--- config.mk ---
export PLATFORM = sky130hd
export DESIGN_NAME = reg_wp_gate
export DESIGN_NICKNAME = d
export VERILOG_FILES = /design/src/rtl/wpg_pkg.sv /design/src/rtl/wpg_key_tracker.sv /design/src/rtl/wpg_wr_filter.sv /design/src/rtl/wpg_flag_regs.sv /design/src/rtl/wpg_rd_mux.sv /design/src/rtl/reg_wp_gate.sv
export SDC_FILE = /design/constraint.sdc
export NUM_CORES = 1
export LEC_CHECK = 0
export ABC_AREA = 1
export BUFFER_PORTS_ARGS = -buffer_cell sky130_fd_sc_hd__buf_2
export CORE_ASPECT_RATIO = 1.2
export CORE_MARGIN = 4
export CORE_UTILIZATION = 34
export DETAILED_ROUTE_END_ITERATION = 12
export PLACE_DENSITY_LB_ADDON = 0.25
export RECOVER_POWER = 25
export SETUP_SLACK_MARGIN = 0.2
export SLEW_MARGIN = 25
export SYNTH_ARGS = -nofsm -noshare
export SYNTH_HDL_FRONTEND = slang
export SYNTH_HIERARCHICAL = 1
export SYNTH_SLANG_ARGS = --single-unit
--- constraint.sdc ---
create_clock -name clk -period 1.62 [get_ports clk]
set_clock_uncertainty 0.1 [all_clocks]
set_input_delay 0 -clock clk [delete_from_list [all_inputs] [get_ports clk]]
set_output_delay 0 -clock clk [all_outputs]
set_load 0.01 [all_outputs]
--- src/rtl/wpg_pkg.sv ---
// Package for the register write-protect gate.
// Holds the default register offsets, the key words and the tracker state type.
// Assumes a 32-bit data path and byte offsets that fit in 8 bits.
package wpg_pkg;

    localparam logic [7:0]  OFS_CTRL  = 8'h00;
    localparam logic [7:0]  OFS_KEYA  = 8'h18;
    localparam logic [7:0]  OFS_KEYB  = 8'h1C;
    localparam logic [7:0]  OFS_STAT  = 8'h2C;

    localparam logic [31:0] KEY_WORD1 = 32'h0000_7123;
    localparam logic [31:0] KEY_WORD2 = 32'h0000_812A;
    localparam logic [31:0] KEY_WORD3 = 32'h0000_BEE1;

    typedef enum logic [1:0] {
        KS_IDLE  = 2'd0,
        KS_ONE   = 2'd1,
        KS_TWO   = 2'd2,
        KS_GRANT = 2'd3
    } key_state_e;

endpackage

--- src/rtl/wpg_key_tracker.sv ---
// Key tracker: follows the three-write key on the write bus and holds
// one-shot permission (grant) once the key is complete.
// Assumes at most one write per cycle. Any write consumes or cancels grant.
module wpg_key_tracker
    import wpg_pkg::*;
#(
    parameter int          ADDR_W = 8,
    parameter int          DATA_W = 32,
    parameter logic [7:0]  KEYA_OFS = OFS_KEYA,
    parameter logic [7:0]  KEYB_OFS = OFS_KEYB
) (
    input  logic              clk,
    input  logic              rst_n,
    input  logic              wr_en,
    input  logic [ADDR_W-1:0] wr_addr,
    input  logic [DATA_W-1:0] wr_data,
    output logic              grant
);

    localparam logic [ADDR_W-1:0] A_KEYA = ADDR_W'(KEYA_OFS);
    localparam logic [ADDR_W-1:0] A_KEYB = ADDR_W'(KEYB_OFS);
    localparam logic [DATA_W-1:0] W1 = DATA_W'(KEY_WORD1);
    localparam logic [DATA_W-1:0] W2 = DATA_W'(KEY_WORD2);
    localparam logic [DATA_W-1:0] W3 = DATA_W'(KEY_WORD3);

    key_state_e state_q, state_d;

    logic hit_w1, hit_w2, hit_w3;

    // Decode which key step, if any, the current write matches.
    always_comb begin
        hit_w1 = wr_en && (wr_addr == A_KEYA) && (wr_data == W1);
        hit_w2 = wr_en && (wr_addr == A_KEYB) && (wr_data == W2);
        hit_w3 = wr_en && (wr_addr == A_KEYA) && (wr_data == W3);
    end

    // Next-state: advance on the expected step, restart on word one, else idle.
    always_comb begin
        state_d = state_q;
        if (wr_en) begin
            if (hit_w1)
                state_d = KS_ONE;
            else if (state_q == KS_ONE && hit_w2)
                state_d = KS_TWO;
            else if (state_q == KS_TWO && hit_w3)
                state_d = KS_GRANT;
            else
                state_d = KS_IDLE;
        end
    end

    // State register with synchronous active-low reset.
    always_ff @(posedge clk) begin
        if (!rst_n)
            state_q <= KS_IDLE;
        else
            state_q <= state_d;
    end

    assign grant = (state_q == KS_GRANT);

    // grant can only appear right after the third key word.
    a_r2_grant_after_key3: assert property (@(posedge clk) disable iff (!rst_n)
        $rose(grant) |-> $past(wr_en && wr_addr == A_KEYA && wr_data == W3));

    // any write made while grant is held removes the grant.
    a_r9_grant_one_shot: assert property (@(posedge clk) disable iff (!rst_n)
        (grant && wr_en) |=> !grant);

    // a wrong word at step two leaves the tracker short of step two.
    a_r8_bad_word_resets: assert property (@(posedge clk) disable iff (!rst_n)
        (state_q == KS_ONE && wr_en && wr_addr == A_KEYB && wr_data != W2)
        |=> (state_q == KS_IDLE));

endmodule

--- src/rtl/wpg_wr_filter.sv ---
// Write filter: decides per write whether it is forwarded to the register
// file, dropped under protection, or consumed by the gate itself.
// Purely combinational. Assumes grant and prot come from registers.
module wpg_wr_filter
    import wpg_pkg::*;
#(
    parameter int          ADDR_W   = 8,
    parameter logic [7:0]  CTRL_OFS = OFS_CTRL,
    parameter logic [7:0]  KEYA_OFS = OFS_KEYA,
    parameter logic [7:0]  KEYB_OFS = OFS_KEYB,
    parameter logic [7:0]  STAT_OFS = OFS_STAT
) (
    input  logic              wr_en,
    input  logic [ADDR_W-1:0] wr_addr,
    input  logic              prot,
    input  logic              grant,
    output logic              fwd,
    output logic              drop,
    output logic              ctrl_ok,
    output logic              stat_wr
);

    localparam logic [ADDR_W-1:0] A_CTRL = ADDR_W'(CTRL_OFS);
    localparam logic [ADDR_W-1:0] A_KEYA = ADDR_W'(KEYA_OFS);
    localparam logic [ADDR_W-1:0] A_KEYB = ADDR_W'(KEYB_OFS);
    localparam logic [ADDR_W-1:0] A_STAT = ADDR_W'(STAT_OFS);

    logic owned, is_ctrl;

    // Classify the target: a gate-owned register, the control register, or other.
    always_comb begin
        owned   = (wr_addr == A_KEYA) || (wr_addr == A_KEYB) || (wr_addr == A_STAT);
        is_ctrl = (wr_addr == A_CTRL);
    end

    // Forward, drop or consume the write.
    always_comb begin
        ctrl_ok = wr_en && is_ctrl && grant;
        stat_wr = wr_en && (wr_addr == A_STAT);
        fwd     = wr_en && !owned && (!prot || ctrl_ok);
        drop    = wr_en && !owned && prot && !ctrl_ok;
    end

endmodule

--- src/rtl/wpg_flag_regs.sv ---
// Flag registers: hold the protect flag and the sticky error flag.
// The protect flag loads only on a permitted control write. The error flag
// is set by a dropped write and cleared by a write-one to the status bit.
module wpg_flag_regs #(
    parameter int   DATA_W   = 32,
    parameter int   PROT_BIT = 1,
    parameter int   ERR_BIT  = 1,
    parameter logic PROT_RST = 1'b1
) (
    input  logic              clk,
    input  logic              rst_n,
    input  logic              ctrl_ok,
    input  logic              stat_wr,
    input  logic              drop,
    input  logic [DATA_W-1:0] wr_data,
    output logic              prot,
    output logic              err
);

    logic clr_req;

    // A status write clears the error only when its error bit is one.
    assign clr_req = stat_wr && wr_data[ERR_BIT];

    // Protect flag: changes only on a permitted control write.
    always_ff @(posedge clk) begin
        if (!rst_n)
            prot <= PROT_RST;
        else if (ctrl_ok)
            prot <= wr_data[PROT_BIT];
    end

    // Error flag: set wins over clear, otherwise hold.
    always_ff @(posedge clk) begin
        if (!rst_n)
            err <= 1'b0;
        else if (drop)
            err <= 1'b1;
        else if (clr_req)
            err <= 1'b0;
    end

    // without a permitted control write the protect flag holds.
    a_r3_prot_holds: assert property (@(posedge clk) disable iff (!rst_n)
        !ctrl_ok |=> $stable(prot));

    // a dropped write leaves the error flag set.
    a_r6_drop_sets_err: assert property (@(posedge clk) disable iff (!rst_n)
        drop |=> err);

    // the error flag only falls on a clearing status write.
    a_r6_err_sticky: assert property (@(posedge clk) disable iff (!rst_n)
        (err && !clr_req) |=> err);

    // a clearing status write with no drop clears the flag.
    a_r7_w1c_clears: assert property (@(posedge clk) disable iff (!rst_n)
        (clr_req && !drop) |=> !err);

endmodule

--- src/rtl/wpg_rd_mux.sv ---
// Read merge: overlays the gate's flags onto register-file read data and
// zeroes the key registers. Purely combinational. Reads are never blocked.
module wpg_rd_mux
    import wpg_pkg::*;
#(
    parameter int          ADDR_W   = 8,
    parameter int          DATA_W   = 32,
    parameter int          PROT_BIT = 1,
    parameter int          ERR_BIT  = 1,
    parameter logic [7:0]  CTRL_OFS = OFS_CTRL,
    parameter logic [7:0]  KEYA_OFS = OFS_KEYA,
    parameter logic [7:0]  KEYB_OFS = OFS_KEYB,
    parameter logic [7:0]  STAT_OFS = OFS_STAT
) (
    input  logic [ADDR_W-1:0] rd_addr,
    input  logic [DATA_W-1:0] ext_rd_data,
    input  logic              prot,
    input  logic              err,
    output logic [DATA_W-1:0] rd_data
);

    localparam logic [ADDR_W-1:0] A_CTRL = ADDR_W'(CTRL_OFS);
    localparam logic [ADDR_W-1:0] A_KEYA = ADDR_W'(KEYA_OFS);
    localparam logic [ADDR_W-1:0] A_KEYB = ADDR_W'(KEYB_OFS);
    localparam logic [ADDR_W-1:0] A_STAT = ADDR_W'(STAT_OFS);

    // Select the read value per address.
    always_comb begin
        rd_data = ext_rd_data;
        if (rd_addr == A_KEYA || rd_addr == A_KEYB)
            rd_data = '0;
        else if (rd_addr == A_CTRL)
            rd_data[PROT_BIT] = prot;
        else if (rd_addr == A_STAT)
            rd_data[ERR_BIT] = err;
    end

endmodule

--- src/rtl/reg_wp_gate.sv ---
// Register write-protect gate, top level.
// Sits between a register write bus and the register file. It forwards,
// drops or consumes each write, owns the protect and error flags, and merges
// them into read data. Assumes at most one write per cycle and a
// synchronous active-low reset.
module reg_wp_gate
    import wpg_pkg::*;
#(
    parameter int          ADDR_W   = 8,
    parameter int          DATA_W   = 32,
    parameter int          PROT_BIT = 1,
    parameter int          ERR_BIT  = 1,
    parameter logic        PROT_RST = 1'b1,
    parameter logic [7:0]  CTRL_OFS = OFS_CTRL,
    parameter logic [7:0]  KEYA_OFS = OFS_KEYA,
    parameter logic [7:0]  KEYB_OFS = OFS_KEYB,
    parameter logic [7:0]  STAT_OFS = OFS_STAT
) (
    input  logic              clk,
    input  logic              rst_n,
    input  logic              wr_en,
    input  logic [ADDR_W-1:0] wr_addr,
    input  logic [DATA_W-1:0] wr_data,
    output logic              fwd_wr_en,
    output logic [ADDR_W-1:0] fwd_wr_addr,
    output logic [DATA_W-1:0] fwd_wr_data,
    input  logic [ADDR_W-1:0] rd_addr,
    input  logic [DATA_W-1:0] ext_rd_data,
    output logic [DATA_W-1:0] rd_data,
    output logic              prot_o,
    output logic              err_o
);

    localparam logic [ADDR_W-1:0] A_CTRL = ADDR_W'(CTRL_OFS);
    localparam logic [ADDR_W-1:0] A_KEYA = ADDR_W'(KEYA_OFS);
    localparam logic [ADDR_W-1:0] A_KEYB = ADDR_W'(KEYB_OFS);
    localparam logic [ADDR_W-1:0] A_STAT = ADDR_W'(STAT_OFS);

    logic grant, prot, err;
    logic fwd, drop, ctrl_ok, stat_wr;

    wpg_key_tracker #(
        .ADDR_W(ADDR_W), .DATA_W(DATA_W),
        .KEYA_OFS(KEYA_OFS), .KEYB_OFS(KEYB_OFS)
    ) u_tracker (
        .clk(clk), .rst_n(rst_n),
        .wr_en(wr_en), .wr_addr(wr_addr), .wr_data(wr_data),
        .grant(grant)
    );

    wpg_wr_filter #(
        .ADDR_W(ADDR_W), .CTRL_OFS(CTRL_OFS), .KEYA_OFS(KEYA_OFS),
        .KEYB_OFS(KEYB_OFS), .STAT_OFS(STAT_OFS)
    ) u_filter (
        .wr_en(wr_en), .wr_addr(wr_addr), .prot(prot), .grant(grant),
        .fwd(fwd), .drop(drop), .ctrl_ok(ctrl_ok), .stat_wr(stat_wr)
    );

    wpg_flag_regs #(
        .DATA_W(DATA_W), .PROT_BIT(PROT_BIT), .ERR_BIT(ERR_BIT), .PROT_RST(PROT_RST)
    ) u_flags (
        .clk(clk), .rst_n(rst_n),
        .ctrl_ok(ctrl_ok), .stat_wr(stat_wr), .drop(drop), .wr_data(wr_data),
        .prot(prot), .err(err)
    );

    wpg_rd_mux #(
        .ADDR_W(ADDR_W), .DATA_W(DATA_W), .PROT_BIT(PROT_BIT), .ERR_BIT(ERR_BIT),
        .CTRL_OFS(CTRL_OFS), .KEYA_OFS(KEYA_OFS), .KEYB_OFS(KEYB_OFS), .STAT_OFS(STAT_OFS)
    ) u_rdmux (
        .rd_addr(rd_addr), .ext_rd_data(ext_rd_data), .prot(prot), .err(err),
        .rd_data(rd_data)
    );

    // Drive the forwarded bus; address and data pass through unchanged.
    always_comb begin
        fwd_wr_en   = fwd;
        fwd_wr_addr = wr_addr;
        fwd_wr_data = wr_data;
        prot_o      = prot;
        err_o       = err;
    end

    // under protection only a permitted control write gets through.
    a_r4_locked_blocks: assert property (@(posedge clk) disable iff (!rst_n)
        (fwd_wr_en && prot_o) |-> (grant && wr_addr == A_CTRL));

    // gate-owned registers never reach the register file.
    a_r12_owned_not_fwd: assert property (@(posedge clk) disable iff (!rst_n)
        fwd_wr_en |-> (wr_addr != A_KEYA && wr_addr != A_KEYB && wr_addr != A_STAT));

    // key registers always read as zero.
    a_r11_key_reads_zero: assert property (@(posedge clk) disable iff (!rst_n)
        (rd_addr == A_KEYA || rd_addr == A_KEYB) |-> (rd_data == '0));

    // with protection off every non-owned write is forwarded.
    a_r5_open_forwards: assert property (@(posedge clk) disable iff (!rst_n)
        (wr_en && !prot_o && wr_addr != A_KEYA && wr_addr != A_KEYB && wr_addr != A_STAT)
        |-> fwd_wr_en);

endmodule

==> impl_summary.md, run 1 <==
Route
The first detailed-routing pass ran for 4 iterations. After the first detailed-routing iteration, the DRC count stood at 46. After detailed routing, the average wire length per cell comes to 10.59 um. Across all layers, the routed design uses approximately 1,800 vias. The remaining routing DRC violations is 0. Using the TritonRoute via totals, the vias-per-cell ratio works out to 3.993. The final wirelength is about 4700 um. The count of nets left with antenna violations once routing finished came out at 0.

STA
Adding up every negative setup slack in the final design gives 0 ns. The total count of max-transition violations in the final report is 0. The final number of hold-violating endpoints was 0. Dividing the final minimum period by the clock period gives around 83%.

Static timing analysis puts the maximum clock frequency at approximately 0.75 GHz. Setup repair after global routing could not meet its margin everywhere. At the pin with the least slew margin, the transition time is 0.2676 ns. The minimum clock period is approximately 1.3 ns.

After layout, the worst setup slack is 0.2813 ns. Setup violations remaining at the end of the flow were counted as 0. The remaining max-slew budget at the tightest pin is 82.10%. Hold timing on the final database bottoms out at a slack of between 0.03 and 0.04 ns.

Worst setup path
The largest fanout on the critical path is 3. The worst setup path is launched from a register. The category of the critical setup timing path is register to output port. The nature of the critical path endpoint is an output port. The required arrival time at the worst endpoint is about 1.5 ns. Across all register-to-register paths, the minimum setup slack is 0.42 ns. The arrival time at the worst endpoint is roughly 1.2 ns.

GRT
Entering global routing, the biggest net connects 30 pins. The fraction of met1 tracks used by global routing is around 16%. In the global route stage, overall resource usage came out at between 10% and 20%.

The first global-routing pass estimated 7003 um of wire. The aggregate global routing overflow is 0. The via count of the first global-routing pass is approximately 1,600. Global routing used between 7 and 8% of the available met3 tracks. For this run, global-route usage on met2 was measured as 34.45%.

The layer with the highest usage is met2. The initial antenna violation count is 1.

Logic synthesis
The synthesized netlist occupies a cell area of between 0.001 and 0.0015 mm2. The post-synthesis cell type with the largest combined area is sky130_fd_sc_hd__buf_4. The synthesized netlist net count is approximately 350. Ranked by instance count, the synthesized netlist is headed by 69 x sky130_fd_sc_hd__inv_1, 68 x sky130_fd_sc_hd__nor2_1, 50 x sky130_fd_sc_hd__nand2_1, 40 x sky130_fd_sc_hd__buf_4, 8 x sky130_fd_sc_hd__nand3_1. The sequential area share after synthesis is roughly 6.0%. sky130_fd_sc_hd__inv_1 is the most common cell in the netlist. Yosys printed 6 warnings.

The number of enable-type register cells in the synthesized netlist is 0. After technology mapping, the gate count stands at between 200 and 300. Of all flip-flops after synthesis, the portion carrying an async set or reset was 0%. Ranked by total cell area, the synthesized netlist is headed by sky130_fd_sc_hd__buf_4 22%, sky130_fd_sc_hd__inv_1 19%, sky130_fd_sc_hd__nor2_1 19%. The synthesized area divided by synthesized cell count is 4.968 um2.

The number of storage elements in the synthesis netlist is 4. The most used flip-flop cell after synthesis is sky130_fd_sc_hd__dfxtp_1. Summed over its instances, the top area cell type makes up 22.39% of the synthesized netlist area. The distinct cell type count after synthesis is 23.

Clocking
TritonCTS built the clock tree. Clock tree synthesis selected as its root buffer the cell sky130_fd_sc_hd__clkbuf_8. The clock latency on the worst-skew pair is around 0.21 ns. The clock net sink count is 4. The clock buffer count from CTS is 3. The clock transition at the registers of the reported paths is ~0.030 ns.

The number of buffers on the longest clock path is 2. The H-tree depth is 1.

Floorplan
After floorplanning, the core was divided into 24 placement rows. For this configuration, the core starts out at a cell density of a little over a third. The horizontal die dimension is around 65 um.

The boundary pin count is about 160. The die footprint is about 0.005 mm2. After floorplanning, the core was sized to cover 0.003724 mm2. In this run the vertical extent of the chip is between 70 and 80 um.

Power
Dividing total power by cell area gives a power density of approximately 360 mW/mm2. In this run the static leakage power is roughly 1.3 nW. Power comes to between 0.7 and 0.8 mW. VDD sags by at most approximately 0.30 mV.

Cells and area
The final instance count without filler cells is about 440. In the final layout, the share of cells above drive strength 1 is 42.09%. Relative to the synthesized area, the layout overhead comes to 44.31%. The antenna diode instance count is 0. The final layout contains 477 nets.

Placed design
Counting tap cells, the placed design contains a total of about 440 instances. The routability congestion estimate is 0.8474. The number of I/O port buffers is about 160. The post-placement worst setup slack is about 0.37 ns.

The post-detailed-placement half-perimeter wirelength is around 4200 um.

Run
The max-cap check violation count is 0.

Hold path
The type of the most critical hold path is input port to register.

Outcome
The flow ran to the end, and the final reports show no timing, DRC or antenna violations.
[report_power, final]
part / total, mW / leakage, nW / internal [mW] / switching, mW
Sequential: 0.105 / 0.0337 / 0.103 / 0.00217
Combinational: 0.387 / 1.23 / 0.178 / 0.209
Clock: 0.209 / 0.0216 / 0.158 / 0.0504
Total: 0.700 / 1.29 / 0.438 / 0.262
[cell families (layout without fill, tap and decap cells)]
logic type | count (synthesis) | count (layout) | share of synthesized area, %
simple gates | 144 | 144 | 45.99
buf+inv | 116 | 238 | 45.34
compound gates | 6 | 6 | 2.705
flops | 4 | 4 | 5.970
[layout make-up]
cell class	count	area (um2)
well taps	52	65.06
flip-flops and latches	4	82.58
clock buffers	3	41.29
multi-input cells	150	655.6
inverters	73	274.0
fillers	433	1788
repair buffers	162	817.0
[final timing paths]
kind | end | from | cells after the start
hold / removal | u_tracker/state_q[0]$_SDFFE_PN0P_ | wr_en | 4
hold reg to reg | u_flags/err$_SDFFE_PN0P_ | u_flags/err$_SDFFE_PN0P_ | 2
setup reg to reg | u_tracker/state_q[1]$_SDFFE_PN0P_ | u_tracker/state_q[0]$_SDFFE_PN0P_ | 8
setup / recovery | fwd_wr_en | u_tracker/state_q[0]$_SDFFE_PN0P_ | 9
[worst max-delay path, cell delays in order, from the launching register on]
cell                      delay (ns)
sky130_fd_sc_hd__dfxtp_2        0.33
sky130_fd_sc_hd__nand2_1        0.05
sky130_fd_sc_hd__inv_1          0.04
sky130_fd_sc_hd__inv_1          0.04
sky130_fd_sc_hd__nor2_2         0.10
sky130_fd_sc_hd__nand3_2        0.10
sky130_fd_sc_hd__nor2_4         0.13
sky130_fd_sc_hd__nor2_2         0.04
sky130_fd_sc_hd__nor2_2         0.06
sky130_fd_sc_hd__buf_2          0.13
[sequential cells by signal, summed over array words and instances, names as in the netlist]
signal	count
u_tracker/state_q	2
u_flags/err	1
u_flags/prot	1
[routing by layer]
metal / part of all wire [%] / up-vias
met5: 0.28 / -
met4: 0.19 / 2
met3: 14 / 4
met2: 53 / 83
met1: 33 / 721
li1: - / 963
[cell usage in the layout, fill, tap and decap left out, drive strengths merged, types with 3 or more instances in the layout]
| cell | instances |
|---|---|
| dfxtp | 4 |
| a21oi | 3 |
| clkbuf | 22 |
| nor3 | 3 |
| nand3 | 10 |
| inv | 73 |
| nand2 | 51 |
| buf | 141 |
| nor2 | 76 |
[what timing repair did]
action / 4_1_cts / 5_1_grt
gates resized for setup: 0 / 3
setup endpoints to repair: 0 / 1
hold buffers: 2 / 0
endpoints found under the hold margin: 3 / 0
buffers inserted: 0 / 2
[through the flow]
| step | util (%) | area (um2) |
|---|---|---|
| finish | 51.98 | 1936 |
| CTS | 52.08 | 1939 |
| global route | 51.98 | 1936 |
| global placement | 50.44 | 1878 |
| floorplan | - | 1341 |
| detailed placement | 50.44 | 1878 |
Note: power is estimated with default switching activity, not from simulation.
==> inputs of run 2 (changes only) <==
- clock period: 1.62 -> 1.35 ns (I/O delays scaled with it)
==> run 2 against run 1 <==
Against the previous run: combinational power grew 22%; setup slack lost 0.22 ns; final cell count grew 0.90%; clock power grew 18%; sequential power grew 19%; critical endpoint unchanged; highest routed layer unchanged.
==> impl_summary.md, run 2 (same netlist as run 1, synthesis figures left out) <==
Outcome
The run finished with clean final reports.

Route
The remaining antenna violation count came to 0 (unchanged). The via density per instance is 4.025 (+0.78%). The average wire per standard cell is 10.48 um (-1.1%).

The remaining routing DRC violations is 0 (unchanged). The count of TritonRoute iterations in the first routing pass is 4 (unchanged). The count of routing violations after the opening detailed-route iteration came to 37 (-20%). The final wirelength is 4694 um (-0.17%). The via total after detailed routing was 1,803 (+1.7%).

STA
The upper clock frequency limit is ~0.78 GHz. The total count of max-transition violations in the final report is 0 (unchanged). The setup violation total in the final timing report is 0 (unchanged). Setup repair after global routing could not meet its margin everywhere. The sum of negative setup slack is 0 ns (unchanged). After layout, the worst path uses between 90% and 100% of the clock period.

The post-layout worst setup margin was 0.06511 ns (-0.2162 ns). The final number of hold-violating endpoints is 0 (unchanged). The remaining max-slew budget at the tightest pin is 84.26% (+2.2 points). The minimum clock period is 1.285 ns. The transition at the pin with the smallest max-transition slack is 0.2353 ns (-0.03236 ns).

Power
The fraction of power consumed by combinational cells is 56.1% (+0.9 points). The power density relative to cell area came to 421.2 mW/mm2 (+16%). The switching power share of the total is 36.96% (-0.43 points). The maximum vdd drop was 0.3206 mV (+8.0%). The part of the total power dissipated in sequential elements came to 14.8% (-0.2 points). The switching power is 0.3121 mW (+19%). The internal power summed over all cells is 0.5322 mW (+21%). The static leakage power is 1.317 nW (+2.1%).

The share of total power in the clock network came to 29.1% (-0.7 points).

Placed design
The post-detailed-placement half-perimeter wirelength came to 4140 um (-2.4%). The number of cells in the design after placement is 437 (unchanged). The post-placement worst setup slack is 0.1327 ns (-0.2348 ns). The routability congestion estimate is 0.7770 (-8.3%).

The number of I/O port buffers is 157 (unchanged). The placed instance area was 0.001878 mm2 (unchanged).

Worst setup path
The cell with the biggest individual delay on the critical path is sky130_fd_sc_hd__dfxtp_2. The largest fanout on the critical path is 2 (-1). The category of the critical setup timing path is register to output port. The cell seen most often among critical-path stages is sky130_fd_sc_hd__nor2_2.

The required arrival time at the worst endpoint is 1.25 ns (-0.27 ns). In this design, the largest share of critical-path delay is due to simple AND/OR/NAND/NOR gates. The longest individual stage delay on the worst path is 0.32 ns (about the same). The worst setup path is launched from a register. The nature of the critical path endpoint is an output port. The sum of buffers and inverters on the critical path is 3 (unchanged). Walking the worst path, the cells encountered are nand2_1 > inv_1 > inv_1 > nor2_2 > nand3_2 > nor2_4 > nor2_2 > nor2_2 > buf_2.

The arrival time at the worst endpoint is 1.18 ns (-0.06 ns).

Clocking
The clock transition at the registers of the reported paths was 0.03 ns (about the same). The number of buffers on the longest clock path is 2 (unchanged). The H-tree depth is 1 (unchanged). The clock tree from TritonCTS is done.

The clock buffer count from CTS is 3 (unchanged). The clock latency on the worst-skew pair is 0.21 ns (about the same). The tree is rooted in a sky130_fd_sc_hd__clkbuf_8.

The clock net sink count is 4 (unchanged).

Cells and area
The ratio of cells with drive above 1 in the final layout is 44.70% (+2.6 points). The post-layout net count is 481 (+0.84%). The antenna diode instance count is 0 (unchanged). The most common cell after layout, fill and taps aside is sky130_fd_sc_hd__buf_2. The largest registers in the layout are u_tracker/state_q: 2 flops, u_flags/err: 1 flops, u_flags/prot: 1 flops.

The number of flip-flops under the largest register name is 2 (unchanged). The synthesis-to-finish area growth is 49.44%. u_tracker/state_q holds more flip-flops than any other register.

The area of all placed cells without fillers is 0.002004 mm2 (+3.6%). The final standard cell utilization of the core is 53.83% (+1.8 points). Leaving out fill and tap cells, the most frequent cells in the layout are 138 x sky130_fd_sc_hd__buf_2, 69 x sky130_fd_sc_hd__inv_1, 66 x sky130_fd_sc_hd__nor2_1. The final instance count without filler cells is 448 (+0.90%).

The fill cell total of the finished layout is 444 (+2.5%).

Floorplan
The horizontal die dimension is 65.34 um (unchanged). The floorplan row count is 24 (unchanged). The starting density of the core came to 36.02% (unchanged). The chip height came to 76.81 um (unchanged). The floorplan core area was 0.003724 mm2 (unchanged).

The die footprint is 0.005018 mm2 (unchanged). The boundary pin count is 158 (unchanged).

GRT
The overall routing resource usage is 16.76% (-0.61 points). The maximum number of pins on one net before global-route repair is 31 (+3.3%). The via count of the first global-routing pass is 1,650 (+1.7%). The aggregate global routing overflow is 0 (unchanged). The initial antenna violation count is 1 (unchanged). The global-route wire length before repair was 6886 um (-1.7%).

Hold path
The tightest min-delay check is of the input port to register type.

Run
The max-cap check violation count is 0 (unchanged).
[run 2: changes by cell type in the layout (fill, tap and decap cells not counted), moves of 2 or more]
cell,change
sky130_fd_sc_hd__buf_4,+2
sky130_fd_sc_hd__nand3_2,+2
sky130_fd_sc_hd__nand3_1,-2
sky130_fd_sc_hd__a21oi_2,+2
sky130_fd_sc_hd__a21oi_1,-2
sky130_fd_sc_hd__dfxtp_2,+2
sky130_fd_sc_hd__dfxtp_1,-2
sky130_fd_sc_hd__buf_6,+2
[run 2: through the flow]
| stage | power, mW | hold WS, ns |
|---|---|---|
| after floorplan | 0.4031 | -0.01287 |
| after global placement | 0.5884 | 0.09932 |
| after detailed placement | 0.5941 | 0.1021 |
| after CTS | 0.8515 | 0.03916 |
| after global routing | 0.9195 | 0.07882 |
| final | 0.8443 | 0.04089 |
[run 2: final timing paths]
kind	slack, ns	cells past startpoint	start	end
setup / recovery	0.07	9	u_tracker/state_q[0]$_SDFFE_PN0P_	fwd_wr_en
hold / removal	0.04	4	wr_en	u_tracker/state_q[0]$_SDFFE_PN0P_
setup reg to reg	0.09	10	u_tracker/state_q[0]$_SDFFE_PN0P_	u_flags/err$_SDFFE_PN0P_
hold reg to reg	0.39	2	u_flags/prot$_SDFFE_PN1P_	u_flags/prot$_SDFFE_PN1P_
[run 2: timing repair]
action,4_1_cts,5_1_grt
endpoints found under the setup margin,2,6
hold buffers,2,0
buffers inserted,3,3
pin swaps,3,6
endpoints found under the hold margin,3,0
resized for setup,3,11
[run 2: power by group through the flow]
stage | sequential (mW) | clock (mW) | combinational, mW
after global placement | 0.127 | 0 | 0.462
final | 0.125 | 0.246 | 0.473
after CTS | 0.125 | 0.251 | 0.475
after global routing | 0.126 | 0.265 | 0.529
after floorplan | 0.128 | 0 | 0.275
after detailed placement | 0.127 | 0 | 0.467
[run 2: cell type report]
class	count	area [um2]	share of cell area, %
inverters	73	274.0	13.67
repair buffers	166	854.6	42.63
multi-input cells	150	684.4	34.14
flip-flops and latches	4	85.08	4.245
well taps	52	65.06	3.246
clock buffers	3	41.29	2.060
[run 2: worst min-delay path, stage by stage]
cell                      delay (ns)
sky130_fd_sc_hd__buf_2          0.14
sky130_fd_sc_hd__nand3_1        0.08
sky130_fd_sc_hd__nand2_1        0.05
sky130_fd_sc_hd__inv_1          0.05
[run 2: routing by layer]
metal / vias to the layer above / share of wire (%) / track usage [%]
met5: - / 0.28 / 0
met4: 2 / 0.77 / 4.564
met3: 6 / 13 / 6.579
met2: 92 / 51 / 32.22
met1: 731 / 35 / 15.92
li1: 972 / - / -
